**src/rtl/cfgl_pkg.sv**
```systemverilog
package cfgl_pkg;
  localparam int CFG_W  = 20;
  localparam int NCFG   = 4;
  localparam int MR_W   = 12;
  localparam int SEL_W  = $clog2(NCFG);
  localparam int TMRD_W = 3;

  typedef enum logic [2:0] {
    CMD_NOP  = 3'b000,
    CMD_RD   = 3'b001,
    CMD_WR   = 3'b010,
    CMD_CFG  = 3'b011,
    CMD_MRS  = 3'b100,
    CMD_PDN  = 3'b101,
    CMD_SREF = 3'b110,
    CMD_RSV  = 3'b111
  } ucmd_e;

  typedef enum logic [1:0] {SQ_IDLE, SQ_REQ, SQ_WAIT} seq_e;

  // Bits of each configuration register that carry a defined field
  function automatic logic [CFG_W-1:0] cfg_mask(input int idx);
    case (idx)
      0:       return 20'h0007F;
      1:       return 20'h7FFFF;
      2:       return 20'h0FFFF;
      default: return 20'h007FF;
    endcase
  endfunction
endpackage

```
**src/rtl/cfgl_decode.sv**
```systemverilog
module cfgl_decode
  import cfgl_pkg::*;
#(
  parameter int ADDR_W = 22
) (
  input  logic [2:0]             cmd,
  input  logic [ADDR_W-1:0]      addr,
  input  logic                   busy,
  output logic [NCFG-1:0]        cfg_we,
  output logic [CFG_W-1:0]       cfg_wdata,
  output logic                   mr_we,
  output logic                   emr_we,
  output logic [MR_W-1:0]        mr_wdata
);
  logic accept;

  always_comb begin
    accept    = !busy;
    cfg_we    = '0;
    if (accept && cmd == CMD_CFG)
      cfg_we[addr[SEL_W-1:0]] = 1'b1;
    cfg_wdata = addr[CFG_W+1:2];
    mr_wdata  = addr[MR_W-1:0];
    mr_we     = accept && cmd == CMD_MRS && addr[13:12] == 2'b00;
    emr_we    = accept && cmd == CMD_MRS && addr[13:12] == 2'b01;
  end
endmodule

```
**src/rtl/cfgl_regs.sv**
```systemverilog
module cfgl_regs
  import cfgl_pkg::*;
#(
  parameter logic [NCFG-1:0][CFG_W-1:0] RST_CFG = '0,
  parameter logic [MR_W-1:0]            RST_EMR = '0
) (
  input  logic                         clk,
  input  logic                         rst,
  input  logic [NCFG-1:0]              cfg_we,
  input  logic [CFG_W-1:0]             cfg_wdata,
  input  logic                         mr_we,
  input  logic                         emr_we,
  input  logic [MR_W-1:0]              mr_wdata,
  output logic [NCFG-1:0][CFG_W-1:0]   cfg_q,
  output logic                         emr_drive,
  output logic                         emr_qfc,
  output logic                         mrs_go,
  output logic [1:0]                   mrs_bank,
  output logic [MR_W-1:0]              mrs_val,
  output logic                         init_go
);
  logic [MR_W-8:0] mode_hi;  // mode register bits above the shared fields

  for (genvar i = 0; i < NCFG; i++) begin : g_cfg
    localparam logic [CFG_W-1:0] MASK = cfg_mask(i);
    logic [CFG_W-1:0] r;
    always_ff @(posedge clk) begin
      if (rst)
        r <= RST_CFG[i] & MASK;
      else if (cfg_we[i])
        r <= cfg_wdata & MASK;
      else if (i == 0 && mr_we)
        r <= {r[CFG_W-1:7], mr_wdata[6:0]} & MASK;
    end
    assign cfg_q[i] = r;
  end

  always_ff @(posedge clk) begin
    if (rst) begin
      mode_hi   <= '0;
      emr_drive <= RST_EMR[1];
      emr_qfc   <= RST_EMR[2];
    end else begin
      if (mr_we)
        mode_hi <= mr_wdata[MR_W-1:7];
      if (emr_we) begin
        emr_drive <= mr_wdata[1];
        emr_qfc   <= mr_wdata[2];
      end
    end
  end

  always_comb begin
    mrs_go   = cfg_we[0] | mr_we | emr_we;
    mrs_bank = emr_we ? 2'b01 : 2'b00;
    mrs_val  = (mr_we || emr_we) ? mr_wdata : {mode_hi, cfg_wdata[6:0]};
    init_go  = cfg_we[0] & cfg_wdata[7];
  end


  cfg0_hold_chk: assert property (@(posedge clk) disable iff (rst)
    (!cfg_we[0] && !mr_we) |=> $stable(cfg_q[0]));
endmodule

```
**src/rtl/cfgl_mrs_seq.sv**
```systemverilog
module cfgl_mrs_seq
  import cfgl_pkg::*;
(
  input  logic              clk,
  input  logic              rst,
  input  logic              go,
  input  logic [1:0]        bank_in,
  input  logic [MR_W-1:0]   val_in,
  input  logic [TMRD_W-1:0] t_mrd,
  output logic              mrs_req,
  output logic [1:0]        mrs_bank,
  output logic [MR_W-1:0]   mrs_value,
  output logic              seq_busy
);
  seq_e              state;
  logic [TMRD_W-1:0] cnt;

  always_ff @(posedge clk) begin
    if (rst) begin
      state     <= SQ_IDLE;
      cnt       <= '0;
      mrs_req   <= 1'b0;
      mrs_bank  <= '0;
      mrs_value <= '0;
    end else begin
      case (state)
        SQ_IDLE: if (go) begin
          state     <= SQ_REQ;
          mrs_req   <= 1'b1;
          mrs_bank  <= bank_in;
          mrs_value <= val_in;
          cnt       <= t_mrd;
        end
        SQ_REQ: begin
          mrs_req <= 1'b0;
          state   <= SQ_WAIT;
        end
        default: begin
          if (cnt <= 1) state <= SQ_IDLE;
          else          cnt   <= cnt - 1'b1;
        end
      endcase
    end
  end

  assign seq_busy = (state != SQ_IDLE);


  req_pulse_chk: assert property (@(posedge clk) disable iff (rst)
    mrs_req |=> !mrs_req);

  req_busy_chk: assert property (@(posedge clk) disable iff (rst)
    mrs_req |-> seq_busy);
endmodule

```
**src/rtl/cfg_mode_loader.sv**
```systemverilog
module cfg_mode_loader
  import cfgl_pkg::*;
#(
  parameter int ADDR_W = 22,
  parameter logic [NCFG-1:0][CFG_W-1:0] RST_CFG =
    {20'h00416, 20'h008B4, 20'h24A52, 20'h00021},
  parameter logic [MR_W-1:0] RST_EMR = 12'h000
) (
  input  logic              clk,
  input  logic              rst,
  input  logic [2:0]        cmd,
  input  logic [ADDR_W-1:0] addr,
  input  logic              init_done,
  output logic [2:0]        burst_len,
  output logic              burst_ilv,
  output logic [2:0]        cas_lat,
  output logic [2:0]        t_rcd,
  output logic [2:0]        t_rrd,
  output logic [3:0]        t_rfc,
  output logic [2:0]        t_rp,
  output logic [2:0]        t_mrd,
  output logic [2:0]        t_wr,
  output logic [15:0]       ref_interval,
  output logic [3:0]        t_ras,
  output logic [2:0]        t_wtr,
  output logic [3:0]        t_rc,
  output logic              drive_reduced,
  output logic              qfc_enable,
  output logic              init_start,
  output logic              mrs_req,
  output logic [1:0]        mrs_bank,
  output logic [11:0]       mrs_value,
  output logic              busy
);
  logic [NCFG-1:0]             cfg_we;
  logic [CFG_W-1:0]            cfg_wdata;
  logic                        mr_we, emr_we;
  logic [MR_W-1:0]             mr_wdata;
  logic [NCFG-1:0][CFG_W-1:0]  cfg_q;
  logic                        mrs_go, init_go, seq_busy, init_pend;
  logic [1:0]                  go_bank;
  logic [MR_W-1:0]             go_val;

  cfgl_decode #(.ADDR_W(ADDR_W)) u_dec (
    .cmd(cmd), .addr(addr), .busy(busy),
    .cfg_we(cfg_we), .cfg_wdata(cfg_wdata),
    .mr_we(mr_we), .emr_we(emr_we), .mr_wdata(mr_wdata));

  cfgl_regs #(.RST_CFG(RST_CFG), .RST_EMR(RST_EMR)) u_regs (
    .clk(clk), .rst(rst), .cfg_we(cfg_we), .cfg_wdata(cfg_wdata),
    .mr_we(mr_we), .emr_we(emr_we), .mr_wdata(mr_wdata),
    .cfg_q(cfg_q), .emr_drive(drive_reduced), .emr_qfc(qfc_enable),
    .mrs_go(mrs_go), .mrs_bank(go_bank), .mrs_val(go_val),
    .init_go(init_go));

  cfgl_mrs_seq u_seq (
    .clk(clk), .rst(rst), .go(mrs_go), .bank_in(go_bank),
    .val_in(go_val), .t_mrd(t_mrd), .mrs_req(mrs_req),
    .mrs_bank(mrs_bank), .mrs_value(mrs_value), .seq_busy(seq_busy));

  always_ff @(posedge clk) begin
    if (rst) begin
      init_start <= 1'b0;
      init_pend  <= 1'b0;
    end else begin
      init_start <= init_go;
      if (init_go)        init_pend <= 1'b1;
      else if (init_done) init_pend <= 1'b0;
    end
  end

  assign busy = seq_busy | init_pend;

  assign burst_len    = cfg_q[0][2:0];
  assign burst_ilv    = cfg_q[0][3];
  assign cas_lat      = cfg_q[0][6:4];
  assign t_rcd        = cfg_q[1][2:0];
  assign t_rrd        = cfg_q[1][5:3];
  assign t_rfc        = cfg_q[1][9:6];
  assign t_rp         = cfg_q[1][12:10];
  assign t_mrd        = cfg_q[1][15:13];
  assign t_wr         = cfg_q[1][18:16];
  assign ref_interval = cfg_q[2][15:0];
  assign t_ras        = cfg_q[3][3:0];
  assign t_wtr        = cfg_q[3][6:4];
  assign t_rc         = cfg_q[3][10:7];

  logic unused_cfg_bits;
  assign unused_cfg_bits = ^{cfg_q[0][19:7], cfg_q[1][19], cfg_q[2][19:16], cfg_q[3][19:11]};


  busy_gate_chk: assert property (@(posedge clk) disable iff (rst)
    $rose(mrs_req) |-> !$past(busy));

  init_pulse_chk: assert property (@(posedge clk) disable iff (rst)
    init_start |=> !init_start);

  init_busy_chk: assert property (@(posedge clk) disable iff (rst)
    init_start |-> busy);
endmodule

```
**config.mk**
```make
export PLATFORM = sky130hd
export DESIGN_NAME = cfg_mode_loader
export DESIGN_NICKNAME = d
export VERILOG_FILES = /design/src/rtl/cfgl_pkg.sv /design/src/rtl/cfgl_decode.sv /design/src/rtl/cfgl_regs.sv /design/src/rtl/cfgl_mrs_seq.sv /design/src/rtl/cfg_mode_loader.sv
export SDC_FILE = /design/constraint.sdc
export NUM_CORES = 1
export LEC_CHECK = 0
export ABC_AREA = 1
export CELL_PAD_IN_SITES_DETAIL_PLACEMENT = 1
export CELL_PAD_IN_SITES_GLOBAL_PLACEMENT = 1
export CORE_MARGIN = 3
export CORE_UTILIZATION = 34
export DETAILED_ROUTE_END_ITERATION = 7
export GPL_TIMING_DRIVEN = 0
export PLACE_DENSITY = 0.78
export SYNTH_ARGS = -nofsm -noshare
export SYNTH_HDL_FRONTEND = slang
export SYNTH_SLANG_ARGS = --single-unit
```
**constraint.sdc**
```tcl
create_clock -name clk -period 1.7 [get_ports clk]
set_clock_uncertainty 0.15 [all_clocks]
set_input_delay 0.34 -clock clk [delete_from_list [all_inputs] [get_ports clk]]
set_output_delay 0.34 -clock clk [all_outputs]
set_load 0.01 [all_outputs]
```
# Word-level counts from Yosys, hierarchy flattened
# Cells that the tools add are included.
# W data, S select, Z words.
# totals
out_inout_bits,72
input_bits,28
word_cells,64
ff_bits,82
# op_classes
muxes,17
reduce_logical,18
n_bitwise,5
add_sub_neg,1
n_lt_le_gt_ge,3
eq_ne,6
# op_table
op,n
$mux W7,2
$mux W12,1
$reduce_bool A2 Y1,4
$mux W3,2
$pmux W3 S2,1
$reduce_and A2 Y1,3
$logic_and A1 B1 Y1,5
$mux W1,5
$eq A2 B1 Y1 const B,2
$logic_not A2 Y1,2
$mux W2,2
$mux W4,1
$ne A2 B2 Y1 const B,2
$pmux W2 S2,1
$eq A3 B2 Y1 const B,1
$eq A3 B3 Y1 const B,1
$le A3 B1 Y1 const B,1
$lt A2 B3 Y1 const B,1
$or A1 B1 Y1,3
$reduce_and A3 Y1,1
$reduce_bool A3 Y1,1
$sub A3 B1 Y3 const B,1
$demux W1 S2,1
$ge A2 B1 Y1 const B,1
5 further kinds,5

# Logic depth before layout (Yosys ltp)
# Gate-level depths: netlist of the first run.
# depth
depth_word,9
ltp_mapped,9
depth_no_buf,8

# Hierarchy
# A second synthesis of the first run with hierarchy kept.
# unflattened
cells_unflattened,508
area_unflattened_um2,3752.3
# modules_own_cells
mod,cells_each,n_inst,seq_area_each_um2,area_each_um2
cfgl_regs,334,1,1201.2,2533.7
cfgl_mrs_seq,110,1,400.4,819.5
cfgl_decode,55,1,0.0,329.1
cfg_mode_loader,9,1,40.0,70.1

# Worst setup path before layout of the first run
# Ideal clock, no wire load.
# synth_timing
kind,input to register
start,input addr[0]
end,register u_seq.mrs_value[6]
setup_time_ns,0.116
n_path_buf,2
stages,8
arrival_ns,1.235
required_time_ns,1.434
setup_slack_ns,0.200
path_cell_list,buf_4 > nor2_2 > nand3_4 > nand2_4 > inv_2 > buf_6 > nor2_1 > nor2_1
# synth_via
elab_chain_cells,8
word_cells_on_any_way,9
classes_between,2 x order compare; 3 x mux; 2 x bitwise; 2 x reduce/logical
# synth_rtl
element,line,text
from (decl),cfg_mode_loader.sv:12,"input logic [ADDR_W-1:0] addr,"
$lt A2 B3 Y1 (not written as such) / $ge A2 B1 Y1 (equally long branches),cfgl_decode.sv:21,cfg_we[addr[SEL_W-1:0]] = 1'b1;
$logic_and A1 B1 Y1 (not written as such),cfgl_decode.sv:21,
$mux W1 (not written as such),cfgl_decode.sv:21,
$demux W1 S2 *,-,
$mux W4 *,cfgl_decode.sv:20,if (accept && cmd == CMD_CFG)
$or A1 B1 Y1 * (2 in series),cfgl_regs.sv:54,mrs_go = cfg_we[0] | mr_we | emr_we;
$reduce_and A2 Y1 (no line) *,-,
to (signal assigned),cfgl_mrs_seq.sv:31,mrs_value <= val_in;
to (decl),cfgl_mrs_seq.sv:12,"output logic [MR_W-1:0] mrs_value,"
# Every way passes the cells marked *; elsewhere a longest branch is shown, timed or not.
# A chain may end at the register's enable or synchronous reset.

# Worst setup path in the final report of the first run
# layout_timing
start,register u_seq.state[0]
end,register u_seq.mrs_value[11]
# layout_via
elab_chain_cells,8
word_cells_on_any_way,14
classes_between,2 x mux; 3 x bitwise; 9 x reduce/logical
# layout_rtl
element,line,text
from (decl),cfgl_mrs_seq.sv:15,seq_e state;
from (signal assigned),cfgl_mrs_seq.sv:20,state <= SQ_IDLE;
from (signal assigned),cfgl_mrs_seq.sv:28,state <= SQ_REQ;
from (signal assigned),cfgl_mrs_seq.sv:36,state <= SQ_WAIT;
$reduce_bool A2 Y1,cfgl_mrs_seq.sv:46,assign seq_busy = (state != SQ_IDLE);
$or A1 B1 Y1,cfg_mode_loader.sv:72,assign busy = seq_busy | init_pend;
$logic_not A1 Y1,cfgl_decode.sv:18,accept = !busy;
$logic_and A1 B1 Y1 (on tied branches),"cfgl_decode.sv:20, cfgl_decode.sv:24, cfgl_decode.sv:25",
$mux W4 / $logic_and A1 B1 Y1 (equally long branches),"cfgl_decode.sv:20, cfgl_decode.sv:24",
$or A1 B1 Y1 (2 in series),cfgl_regs.sv:54,
$reduce_and A2 Y1 (no line),-,
# Parallel ways exist; a longest one is shown, timed or not.

==> flow_summary.ini, run 1 <==
[global_routing]
grt_max_degree = 14
grt.overflow.total = 0
met2_usage_pct = 34.94
grt-busiest-layer = met2
grt_pass1_vias = 3404
use_met1_pct = 25.31
grt_usage_pct = 20.29
antenna_found_initial = 0
grt_pass1_wl_um = 18040
grt_use_met3_pct = 3.311

[logic_synthesis]
yosys_warnings = 0
seq_area_frac_synth_pct = 46.62
synthArstFlopShare_pct = 0
synth_cells = 440
synth_flop_cell = dfxtp_1
syn_area_per_cell_um2 = 7.905
syn_nets = 470
synth_top_area_share_pct = 46.62
yosysTopAreaCell = dfxtp_1
ys_types = 33
synthesis.area_um2 = 3478
synth.area.top_cells = dfxtp_1 (47%), o21ai_0 (7.6%), nand2_1 (6.8%), a21oi_1 (6.3%), inv_1 (5.7%)
synth-seq-cells = 81
synth_edf_count = 0

[critical_path]
slowest_stage = dfxtp_4
crit_arrival_ps = 1740
worstReg2RegEnd = u_seq.mrs_value[11]
required_ps = 1810
timing.rr.start = u_seq.state[0]
worstRegToRegCells = 9
worstSetupStartpointType = flop
path_max_fanout = 10
max_stage_delay_ps = 370
crit_chain = inv_6 > nand2_8 > nor2_8 > nand3_4 > nand2_4 > inv_4 > buf_12 > nor2_1 > nor2_1
crit_top_cell = nor2_1
worst_setup_path_end_kind = flop
critPathKind = flop to flop
r2r_slack_ps = 70

[min_path]
min_path_type = primary input to flop
holdPathEnd = u_regs.emr_drive
hold_start = addr[1]
whs_path_depth = 3

[placed_design]
place_congestion = 0.7905
place_ws_ps = -567.4
placedInstanceArea_um2 = 4596
portBuffers = 95
hpwl_um = 8699
dp.cells = 668

[floorplanning]
start_util_pct = 35.26
die_area_um2 = 11480
die_h_um = 107.1
io_pins = 100
coreArea_um2 = 9864
die-width_um = 107.1
rows = 36

[sta]
timing.final.crit_share_pct = 96.11
setup_viol = 0
relSlewSlack_pct = 63.47
worstMarginPinSlew_ps = 546.0
fmax_ghz = 0.6121
final.setup.worst_slack_ps = 66.21
rsz0062_at_grt = true
finalHoldViolCount = 0
fin_setup_tns_ps = 0
timing.hold.ws_ps = 147.0
final_max_slew_viol_count = 0
min_period_ps = 1634

[layout]
syn_to_final_growth_pct = 39.39
utilization_pct = 49.15
nFillCells = 1237
fin_cells = 691
layout_commonest_cell = dfxtp_1
antennaDiodeCount = 0
layout-drive-gt1-share_pct = 15.59
final_nets = 584
layout_common_cells = dfxtp_1 (77), dlygate4sd2_1 (70), nand2_1 (61), inv_1 (51), o21ai_0 (48)
fin_area_um2 = 4848

[cts]
cts-buffers-inserted = 9
htree_levels = 3
clockBufferDepth = 2
worstSkewPairLatency_ps = 360
path_clk_slew_ps = 80
numClockSinks = 81
cts_tree = done
ctsRootBufferMaster = clkbuf_8
hold_buffers = 0

[route]
vias = 3380
viasPerCell = 4.891
wirelength_um = 11610
drt_first_pass_iters = 4
ant_nets = 0
drc_errors = 0
drt_iter0_drc = 149
avgRoutedWirePerCell_um = 16.80

[power]
p_leak_nw = 2.224
ir_worst_vdd_uv = 345.0
power.total_mw = 3.749
power_density_nw_per_um2 = 773.2

[status]
status = complete, no violations

[job]
maxCapViolations = 0
-- metal layers --
layer  share of wire (%)  vias to the layer above
li1                    -                     1659
met1                  43                     1605
met2                  49                       98
met3                 5.7                       18
met4                 2.3                        0
met5                   0                        -
-- worst max path at each step --
stage | to | cells after the start | startpoint | slack [ps]
2_1_floorplan | u_seq.mrs_value[6] | 8 | addr[0] | 200
3_3_place_gp | u_regs.g_cfg[2].r[5] | 5 | rst | -580
3_5_place_dp | u_regs.g_cfg[2].r[4] | 5 | rst | -570
4_1_cts | u_regs.g_cfg[1].r[15] | 9 | cmd[2] | -1
5_1_grt | u_regs.g_cfg[0].r[5] | 9 | addr[13] | -20
6_report | u_seq.mrs_value[11] | 9 | u_seq.state[0] | 70
-- final cells by class --
class                           instances  area, µm²  area share, %
Buffer                                 24      220.2          4.542
Timing Repair Buffer                  103      925.9          19.10
Sequential cell                        81       1629          33.60
Clock inverter                          5      33.78         0.6968
Multi-Input combinational cell        278       1521          31.38
Tap cell                              133      166.4          3.432
Clock buffer                           10      127.6          2.632
Inverter                               57      224.0          4.619
-- logic make-up (layout without fill, tap and decap cells) --
group,count (synthesis),in the layout,synth area share (%)
and+or+nand+nor,154,154,21.51
AOI/OAI and AO/OA,121,121,19.35
DFF,81,81,46.62
buffers and inverters,81,199,11.69
other,1,1,0.1078
adders and majority gates,2,2,0.7193
-- state kept, by name, summed over array words and instances (netlist names) --
register          count
u_regs.g_cfg.r       53
u_seq.mrs_value      12
u_regs.mode_hi        5
u_seq.cnt             3
u_seq.state           2
init_pend             1
init_start            1
u_regs.emr_drive      1
u_regs.emr_qfc        1
u_seq.mrs_bank        1
u_seq.mrs_req         1
-- worst max-delay path, delay by kind of cell, from the launching register on --
family	cells	cell delay [ps]
buf+inv	3	290
simple gates	6	720
flops	1	370
-- cell usage after synthesis, types with 2 or more instances --
library cell and number:
nand2_1 63, clkbuf_1 5, o21ai_0 53, o21ai_1 6, nand3_1 24, o211ai_2 5
buf_1 2, or2_2 2, a21oi_1 44, buf_6 8, nand3_4 4, inv_2 4
nand2_4 3, a31oi_1 2, nand4_1 3, nor2_1 46, nor3_1 2, nand3_2 3
inv_1 53, buf_2 3, o211ai_1 9, ha_1 2, buf_4 3, dfxtp_1 81
nor2_2 2
-- power by group --
part	internal [mW]	switching (mW)	leakage (nW)	total [mW]
Combinational	0.217	0.307	1.49	0.524
Sequential	1.95	0.0336	0.658	1.99
Clock	0.520	0.720	0.0781	1.24
Total	2.69	1.06	2.22	3.75
-- repair_timing --
| action | 4_1_cts | 5_1_grt |
|---|---|---|
| pin swaps | 2 | 8 |
| setup endpoints to repair | 105 | 63 |
| cloned | 0 | 0 |
| setup buffers | 3 | 5 |
| resized for setup | 85 | 41 |
No activity file was read; power rests on OpenSTA's default activity.
==> inputs of run 2 (changes only) <==
- GPL_ROUTABILITY_DRIVEN: not set -> 0
- SKIP_CTS_REPAIR_TIMING: not set -> 1
==> run 2 against run 1 <==
Effect of this change:
- first-iteration DRC count shrank 12%
- wire length rose by 2.3%
- critical path type is now flop to output port
- hold slack better by 6.3 ps
- via count up 0.77%
==> flow_summary.ini, run 2 (synthesis gave the netlist of run 1 again) <==
[status]
status = complete, no violations

[sta]
worstMarginPinSlew_ps = 566.0
relSlewSlack_pct = 62.27
setup_viol = 0
min_period_ps = 1653
final_max_slew_viol_count = 0
fin_setup_tns_ps = 0
fmax_ghz = 0.6050
finalHoldViolCount = 0
final.setup.worst_slack_ps = 47.21
timing.hold.ws_ps = 153.3
timing.final.crit_share_pct = 97.22

[power]
ir_worst_vdd_uv = 367.8
power.total_mw = 3.773
power_density_nw_per_um2 = 738.5
p_leak_nw = 2.989

[floorplanning]
coreArea_um2 = 9864
die_area_um2 = 11480
die-width_um = 107.1
die_h_um = 107.1
rows = 36
io_pins = 100
start_util_pct = 35.26

[min_path]
min_path_type = primary input to flop

[cts]
worstSkewPairLatency_ps = 360
clockBufferDepth = 2
ctsRootBufferMaster = clkbuf_8
path_clk_slew_ps = 90
cts-buffers-inserted = 9
htree_levels = 3
cts_tree = done
numClockSinks = 81

[placed_design]
hpwl_um = 8699
portBuffers = 95
place_ws_ps = -567.4
dp.cells = 668

[route]
drc_errors = 0
viasPerCell = 4.908
vias = 3406
ant_nets = 0
drt_iter0_drc = 131
avgRoutedWirePerCell_um = 17.11
drt_first_pass_iters = 4
wirelength_um = 11880

[critical_path]
worst_setup_path_end_kind = output port
slowest_stage = dfxtp_2
required_ps = 1210
worstSetupStartpointType = flop
critPathKind = flop to output port
crit_arrival_ps = 1160
path_max_fanout = 3
crit_chain = inv_2 > nand3_4 > dlymetal6s2s_1
max_stage_delay_ps = 410

[global_routing]
grt_usage_pct = 20.18
grt_pass1_wl_um = 17860
grt_pass1_vias = 3378
antenna_found_initial = 0
grt_max_degree = 14
grt.overflow.total = 0

[layout]
top_regs = u_regs.g_cfg.r x53, u_seq.mrs_value x12, u_regs.mode_hi x5
layout_commonest_cell = dfxtp_1
layout-drive-gt1-share_pct = 14.80
largest_register_ffs = 53
final_nets = 587
layout_common_cells = dfxtp_1 (77), dlymetal6s2s_1 (75), nand2_1 (63), inv_1 (52), o21ai_0 (48)
largest-register = u_regs.g_cfg.r
fin_cells = 694
syn_to_final_growth_pct = 46.87
antennaDiodeCount = 0
nFillCells = 1184

[job]
maxCapViolations = 0
-- run 2: cell count changes in the layout (fill, tap and decap cells not counted), moves of 2 or more --
cell / previous run / this run
dlymetal6s2s_1: 3 / 75
nand2_1: 61 / 63
buf_8: 0 / 2
nor2_1: 37 / 39
nand2_2: 2 / 0
dlygate4sd2_1: 70 / 0
-- run 2: area by class of cell --
| type | instances | area [µm²] | share of cell area, % |
|---|---|---|---|
| Multi-Input combinational cell | 278 | 1493 | 29.22 |
| Timing Repair Buffer | 107 | 1232 | 24.12 |
| Buffer | 23 | 205.2 | 4.017 |
| Clock inverter | 5 | 33.78 | 0.6613 |
| Inverter | 57 | 221.5 | 4.335 |
| Sequential cell | 81 | 1629 | 31.89 |
| Tap cell | 133 | 166.4 | 3.257 |
| Clock buffer | 10 | 127.6 | 2.498 |
-- run 2: path summary, 6_finish.rpt --
path | start | end | slack, ps | cells past startpoint
max | init_pend | busy | 50 | 3
min reg2reg | u_regs.g_cfg[1].r[8] | u_regs.g_cfg[1].r[8] | 290 | 2
min | addr[1] | u_regs.emr_drive | 150 | 3
max reg2reg | u_seq.state[1] | u_seq.mrs_value[3] | 60 | 9
-- run 2: worst max-delay path: cells and delay by family, from the launching register on --
| family | cells | cell delay, ps |
|---|---|---|
| flops | 1 | 410 |
| simple gates | 1 | 100 |
| buf+inv | 2 | 300 |
-- run 2: metrics by stage --
step	utilization (%)	instance area [µm²]
2_1_floorplan	-	3478
3_3_place_gp	46.59	4596
3_5_place_dp	46.59	4596
4_1_cts	48.22	4757
5_1_grt	51.79	5109
6_report	51.79	5109
-- run 2: per-layer routing --
| metal | GRT usage (%) | vias to the layer above | wire, µm |
|---|---|---|---|
| met5 | 0 | - | 0 |
| met4 | 5.662 | 0 | 220 |
| met3 | 4.094 | 17 | 576 |
| met2 | 34.99 | 95 | 5932 |
| met1 | 25.31 | 1626 | 5147 |
| li1 | - | 1668 | - |
-- run 2: power by group --
group	switching [mW]	total, mW	leakage (nW)	internal [mW]
Sequential	0.0344	1.99	0.658	1.95
Combinational	0.305	0.544	2.25	0.239
Clock	0.722	1.24	0.0781	0.520
